==> src/rtl/bergerPkg.sv <==
package bergerPkg;

  // Dual-rail signal: a valid code is f != g
  typedef struct packed {
    logic f;
    logic g;
  } railPair_t;

  // Width needed to hold a zero count of 0..w
  function automatic int chkWidth(input int w);
    return $clog2(w + 1);
  endfunction

endpackage

==> src/rtl/zeroCountGen.sv <==
module zeroCountGen #(
  parameter int W  = 8,
  parameter int CW = 4
) (
  input  logic [W-1:0]  word,
  output logic [CW-1:0] zeroCount
);

  always_comb begin
    zeroCount = '0;
    for (int i = 0; i < W; i++) begin
      zeroCount = zeroCount + CW'(~word[i]);
    end
  end

endmodule

==> src/rtl/twoRailCell.sv <==
module twoRailCell
  import bergerPkg::*;
(
  input  railPair_t a,
  input  railPair_t b,
  output railPair_t y
);

  // Complementary inputs give complementary output; any 00/11 input gives equal rails
  assign y.f = (a.f & b.f) | (a.g & b.g);
  assign y.g = (a.f & b.g) | (a.g & b.f);

endmodule

==> src/rtl/twoRailTree.sv <==
module twoRailTree
  import bergerPkg::*;
#(
  parameter int N = 4
) (
  input  railPair_t [N-1:0] leaves,
  output railPair_t         root
);

  localparam int LVL = (N > 1) ? $clog2(N) : 0;
  localparam int P   = 1 << LVL;
  localparam int NODES = 2 * P - 1;

  railPair_t node [NODES];

  // Heap layout: leaves at P-1 .. 2P-2, padding slots hold a fixed valid code
  for (genvar i = 0; i < P; i++) begin : g_leaf
    if (i < N) begin : g_real
      assign node[P - 1 + i] = leaves[i];
    end else begin : g_pad
      assign node[P - 1 + i] = '{f: 1'b1, g: 1'b0};
    end
  end

  for (genvar k = 0; k < P - 1; k++) begin : g_cell
    twoRailCell u_cell (
      .a(node[2 * k + 1]),
      .b(node[2 * k + 2]),
      .y(node[k])
    );
  end

  assign root = node[0];

endmodule

==> src/rtl/bergerChecker.sv <==
module bergerChecker
  import bergerPkg::*;
#(
  parameter  int W  = 8,
  localparam int CW = chkWidth(W)
) (
  input  logic          clk,
  input  logic          rstN,
  input  logic [W-1:0]  infoWord,
  input  logic [CW-1:0] checkIn,
  output logic          pairF,
  output logic          pairG,
  output logic          errOut
);

  logic [CW-1:0]        genCheck;
  railPair_t [CW-1:0]   leaves;
  railPair_t            root;

  zeroCountGen #(.W(W), .CW(CW)) u_count (
    .word     (infoWord),
    .zeroCount(genCheck)
  );

  // Regenerated bit on one rail, inverted received bit on the other
  for (genvar i = 0; i < CW; i++) begin : g_pair
    assign leaves[i] = '{f: genCheck[i], g: ~checkIn[i]};
  end

  twoRailTree #(.N(CW)) u_tree (
    .leaves(leaves),
    .root  (root)
  );

  always_ff @(posedge clk) begin
    if (!rstN) begin
      pairF  <= 1'b0;
      pairG  <= 1'b1;
      errOut <= 1'b0;
    end else begin
      pairF  <= root.f;
      pairG  <= root.g;
      errOut <= (root.f == root.g);
    end
  end


  count_range_chk: assert property (@(posedge clk) disable iff (!rstN)
    int'(genCheck) <= W);


  match_clean_chk: assert property (@(posedge clk) disable iff (!rstN)
    (checkIn == genCheck) |=> (!errOut && (pairF != pairG)));


  mismatch_flag_chk: assert property (@(posedge clk) disable iff (!rstN)
    (checkIn != genCheck) |=> (errOut && (pairF == pairG)));


  reset_state_chk: assert property (@(posedge clk)
    !rstN |=> (!pairF && pairG && !errOut));

endmodule

==> config.mk <==
export PLATFORM = sky130hd
export DESIGN_NAME = bergerChecker
export DESIGN_NICKNAME = d
export VERILOG_FILES = /design/src/rtl/bergerPkg.sv /design/src/rtl/zeroCountGen.sv /design/src/rtl/twoRailCell.sv /design/src/rtl/twoRailTree.sv /design/src/rtl/bergerChecker.sv
export SDC_FILE = /design/constraint.sdc
export NUM_CORES = 1
export LEC_CHECK = 0
export ABC_AREA = 1
export CORE_AREA = 2 2 39 41
export DETAILED_ROUTE_END_ITERATION = 7
export DIE_AREA = 0 0 41 43
export GPL_ROUTABILITY_DRIVEN = 0
export SYNTH_ARGS = -nofsm -noshare
export SYNTH_HDL_FRONTEND = slang
export SYNTH_SLANG_ARGS = --single-unit
==> constraint.sdc <==
create_clock -name clk -period 5.65 [get_ports clk]
set_input_delay 1.13 -clock clk [delete_from_list [all_inputs] [get_ports clk]]
set_output_delay 1.13 -clock clk [all_outputs]
set_load 0.02 [all_outputs]
==> results of run 1 <==
-- layout by cell type, fill, tap and decap left out --
cell / synthesis / final
fa_1: 4 / 4
clkdlybuf4s50_1: 0 / 16
nand2_2: 1 / 1
clkbuf_4: 0 / 3
clkbuf_1: 0 / 1
nand3_1: 5 / 5
inv_1: 18 / 18
nand2_1: 14 / 14
ha_1: 3 / 3
o22ai_1: 2 / 2
dfxtp_1: 3 / 3
-- metrics by stage --
stage,utilization (%),setup slack (ns),cell area (sq um)
after floorplan,-,1.81,342
after global placement,37.7,1.24,522
after detailed placement,37.7,1.20,522
after CTS,39.6,1.43,548
after global routing,39.6,1.27,548
final,39.6,1.45,548
-- area by class of cell --
cell class                      count  area, sq um
Fill cell                         150          836
Multi-Input combinational cell     29          214
Timing Repair Buffer               16          160
Inverter                           18         67.6
Sequential cell                     3         60.1
Clock buffer                        4         26.3
Tap cell                           16         20.0
-- per-layer routing --
layer / global-route usage, % / up-vias / wire, um
li1: - / 184 / -
met1: 11.6 / 145 / 278
met2: 13.1 / 9 / 291
met3: 1.57 / 0 / 44
met4: 6.00 / 0 / 0
met5: 0 / - / 0
-- sequential cells by signal, indices dropped and copies added, names as in the netlist --
name / count
errOut: 1
pairF: 1
pairG: 1
-- kinds of logic after synthesis --
kind of cell,after synthesis
and+or+nand+nor,20
adders and majority gates,7
AOI/OAI and AO/OA,2
DFF,3
buffers and inverters,18
-- power by group through the flow --
stage,sequential (uW),clock (uW),combinational [uW]
floorplan,36.4,0,45.6
global placement,28.6,0,80.3
detailed placement,28.8,0,82.5
CTS,28.4,37.8,82.7
global route,29.2,39.4,93.4
finish,28.3,36.7,81.4
-- critical path, delay by kind of cell --
kind                     cells  cell delay (ns)
AO/OA/AOI/OAI                1             0.23
adder cells (fa/ha/maj)      5             2.11
buffers and inverters        4             0.57
AND/OR/NAND/NOR              4             0.30
-- worst paths after layout --
kind | end | start | cells past startpoint
setup / recovery | errOut | infoWord[0] | 14
hold / removal | pairG | rstN | 2
==> flow_summary.ini, run 1 <==
[clock_network]
cts_made_buffers = 3
post_cts_buffers = 0
root_buffer = clkbuf_4
numClockSinks = 3
tritoncts = built
htreeDepth = 1
clock_path_buffers = 2
holdBufCountCts = 0
postCtsResizedCells = 0
clk_pin_slew_worst_paths_ns = 0.04

[power_and_ir_drop]
power.density_nw_per_um2 = 267
power.switching_uw = 53.5
p_sw_share_pct = 36.5
p_seq_share_pct = 19.3
p_total_uw = 146
combinationalPowerShare_pct = 55.6
pwr-share-clk_pct = 25.0
ir_drop_v = 0.0000549
power.leakage_uw = 0.000302
internal-power_uw = 92.9

[synth]
yosys.cell_count.top_type = inv_1
synth.avg_cell_area_sq_um = 6.83
yosys-top-cells-area = fa_1 (23%), inv_1 (20%), dfxtp_1 (18%)
synth_seq_cells = 3
synth-adder-area-share_pct = 34.4
synth_fp_nets = 71
synth_flop_cell = dfxtp_1
synth_edf_count = 0
synth-xor-area-share_pct = 0
synth_top_area_share_pct = 23.4
netlist_top_cells_count = inv_1 (18), nand2_1 (14), nand3_1 (5)
yosysTopAreaCell = fa_1
ys_seq_area_share_pct = 17.6
synth_top_family_by_area = adder cells
synth_cells = 50
async_reset_ff_share_pct = 0
synthMuxAreaShare_pct = 0
synth_compound_area_share_pct = 3.66
yosys.area_share.simple_pct = 24.5
synth_area_sq_um = 342
ys_warn_count = 0
ys_types = 8

[setup_path]
cp_data_arrival_time_ns = 4.32
path_cells = clkdlybuf4s50_1 > fa_1 > inv_1 > fa_1 > fa_1 > ha_1 > inv_1 > fa_1 > o22ai_1 > nand2_1 > nand3_1 > nand2_1 > nand2_1 > inv_1
crit_fanout = 2
start_kind = input pin
crit_top_cell = fa_1
crit_type = in -> reg
max_stage_delay_ns = 0.54
critPathRequiredTime_ns = 5.77
critPathCaptureType = flip-flop
critPathSlowestCell = fa_1

[floorplanning]
dieArea_sq_um = 1760
fp.dieH_um = 43
num_io_pins = 17
chipWidth_um = 41
core_sq_um = 1380
start_util_pct = 24.7
placementRows = 14

[route]
avgRoutedWirePerCell_um = 7.14
drc_errors = 0
wl_um = 614
firstDrtPassIters = 3
final_antenna_net_count = 0
vias = 338
viasPerCell = 3.93
drtIter0Drc = 1

[layout]
nNetsFinal = 92
final_cells = 86
area_growth_pct = 60.4
insertedDiodeCount = 0
final_layout_size_suffix_gt1_share_pct = 5.71

[global_routing]
antenna_found_initial = 0
grt_max_degree = 5
grt_first_pass_wirelength_um = 1110
grt-ovfl-total = 0
track_usage_pct = 9.05
grt_pass1_vias = 301

[sta]
slew_headroom_pct = 85.3
period_minus_slack_ns = 4.20
setup-tns-final_ns = 0
period_share_pct = 74.4
finalHoldViolCount = 0
rsz0062_at_grt = false
tightestPinTransition_ns = 0.221
fmax_mhz = 238
hold_ws_ns = 1.48
setup_viol = 0
slew_viol_final = 0

[worst_hold_path]
hp-class = in -> reg

[job]
cap_violations = 0

[placed_design]
numPortBuffers = 16
place_inst = 82
dp.final_hpwl_um = 548

[run_status]
status = finished, final reports clean
Power figures use the tool's default switching activity.
==> run 2: changes to the inputs <==
==> constraint.sdc (replaced) <==
create_clock -name clk -period 4.1 [get_ports clk]
set_input_delay 0.82 -clock clk [delete_from_list [all_inputs] [get_ports clk]]
set_output_delay 0.82 -clock clk [all_outputs]
set_load 0.02 [all_outputs]
==> flow_summary.ini, run 2 (same netlist as run 1, synthesis figures left out) <==
[setup_path]
cp_data_arrival_time_ns = 3.98
crit_type = in -> reg
start_kind = input pin
critPathCaptureType = flip-flop
crit_fanout = 2
critPathRequiredTime_ns = 4.23

[floorplanning]
placementRows = 14
fp.dieH_um = 43
dieArea_sq_um = 1760
core_sq_um = 1380
num_io_pins = 17
chipWidth_um = 41
start_util_pct = 24.7

[clock_network]
postCtsResizedCells = 0
clk_pin_slew_worst_paths_ns = 0.04
post_cts_buffers = 0
root_buffer = clkbuf_4
tritoncts = built
cts_made_buffers = 3
numClockSinks = 3
clock_path_buffers = 2
holdBufCountCts = 0
htreeDepth = 1

[route]
firstDrtPassIters = 4
vias = 340
drtIter0Drc = 5
avgRoutedWirePerCell_um = 6.76
final_antenna_net_count = 0
viasPerCell = 3.95
wl_um = 581
drc_errors = 0

[sta]
fmax_mhz = 260
slew_headroom_pct = 86.0
rsz0062_at_grt = false
setup_viol = 0
finalHoldViolCount = 0
period_share_pct = 94.0
layout_setup_ws_ns = 0.248
slew_viol_final = 0
tightestPinTransition_ns = 0.209
period_minus_slack_ns = 3.85

[layout]
reg.largest.list = errOut (1), pairF (1), pairG (1)
final_cells = 86
nNetsFinal = 92
final_layout_size_suffix_gt1_share_pct = 5.71
layout_common_cells = inv_1 (18), clkdlybuf4s50_1 (16), nand2_1 (14)
insertedDiodeCount = 0
final_common_cell = inv_1
area_growth_pct = 60.4

[global_routing]
grt_max_degree = 5
antenna_found_initial = 0
grt-ovfl-total = 0
track_usage_pct = 9.04
grt_first_pass_wirelength_um = 1120
grt_pass1_vias = 322

[power_and_ir_drop]
power.leakage_uw = 0.000302
power.switching_uw = 73.2
p_sw_share_pct = 36.5
combinationalPowerShare_pct = 55.4
pwr-share-clk_pct = 25.2
power.density_nw_per_um2 = 366
ir_drop_v = 0.0000680
p_seq_share_pct = 19.4
internal-power_uw = 128

[placed_design]
numPortBuffers = 16
dp.final_hpwl_um = 510
place_ws_ns = -0.00756
place_inst = 82

[worst_hold_path]
hp-class = in -> reg

[job]
cap_violations = 0

[run_status]
status = finished, final reports clean
## run 2: critical path: stages
cell	delay, ns
clkdlybuf4s50_1	0.43
fa_1	0.53
inv_1	0.05
fa_1	0.44
fa_1	0.49
ha_1	0.17
inv_1	0.06
fa_1	0.45
o22ai_1	0.22
nand2_1	0.10
nand3_1	0.09
nand2_1	0.06
nand2_1	0.05
inv_1	0.03
## run 2: power groups by stage
stage | Combinational [uW] | Sequential [uW] | Clock, uW
floorplan | 62.9 | 50.2 | 0
global placement | 111 | 39.4 | 0
detailed placement | 113 | 39.6 | 0
CTS | 113 | 39.2 | 51.4
global route | 131 | 40.2 | 55.8
finish | 111 | 39.0 | 50.6
## run 2: cell type report
type	instances	area [sq um]
Sequential cell	3	60.1
Timing Repair Buffer	16	160
Multi-Input combinational cell	29	214
Tap cell	16	20.0
Clock buffer	4	26.3
Fill cell	152	836
Inverter	18	67.6
## run 2: worst paths after layout
path | end | slack, ns | cells after the start | startpoint
worst min-delay path | pairG | 1.16 | 2 | rstN
worst max-delay path | errOut | 0.25 | 14 | infoWord[0]
## run 2: layer usage
metal,vias to the layer above,share of wire [%],track usage (%),wire length [um]
li1,184,-,-,-
met1,143,46,12.2,266
met2,13,48,12.5,276
met3,0,6.7,1.57,39
met4,0,0,6.00,0
met5,-,0,0,0
## run 2: per-stage QoR
| stage | power [uW] | setup TNS [ns] | utilization [%] | hold WS (ns) | area (sq um) |
|---|---|---|---|---|---|
| final | 201 | 0 | 39.6 | 1.16 | 548 |
| after global routing | 227 | 0 | 39.6 | 1.18 | 548 |
| after CTS | 204 | 0 | 39.6 | 1.16 | 548 |
| after detailed placement | 152 | -0.00756 | 37.7 | 1.39 | 522 |
| after global placement | 151 | -0.0215 | 37.7 | 1.39 | 522 |
| after floorplan | 113 | 0 | - | 0.925 | 342 |
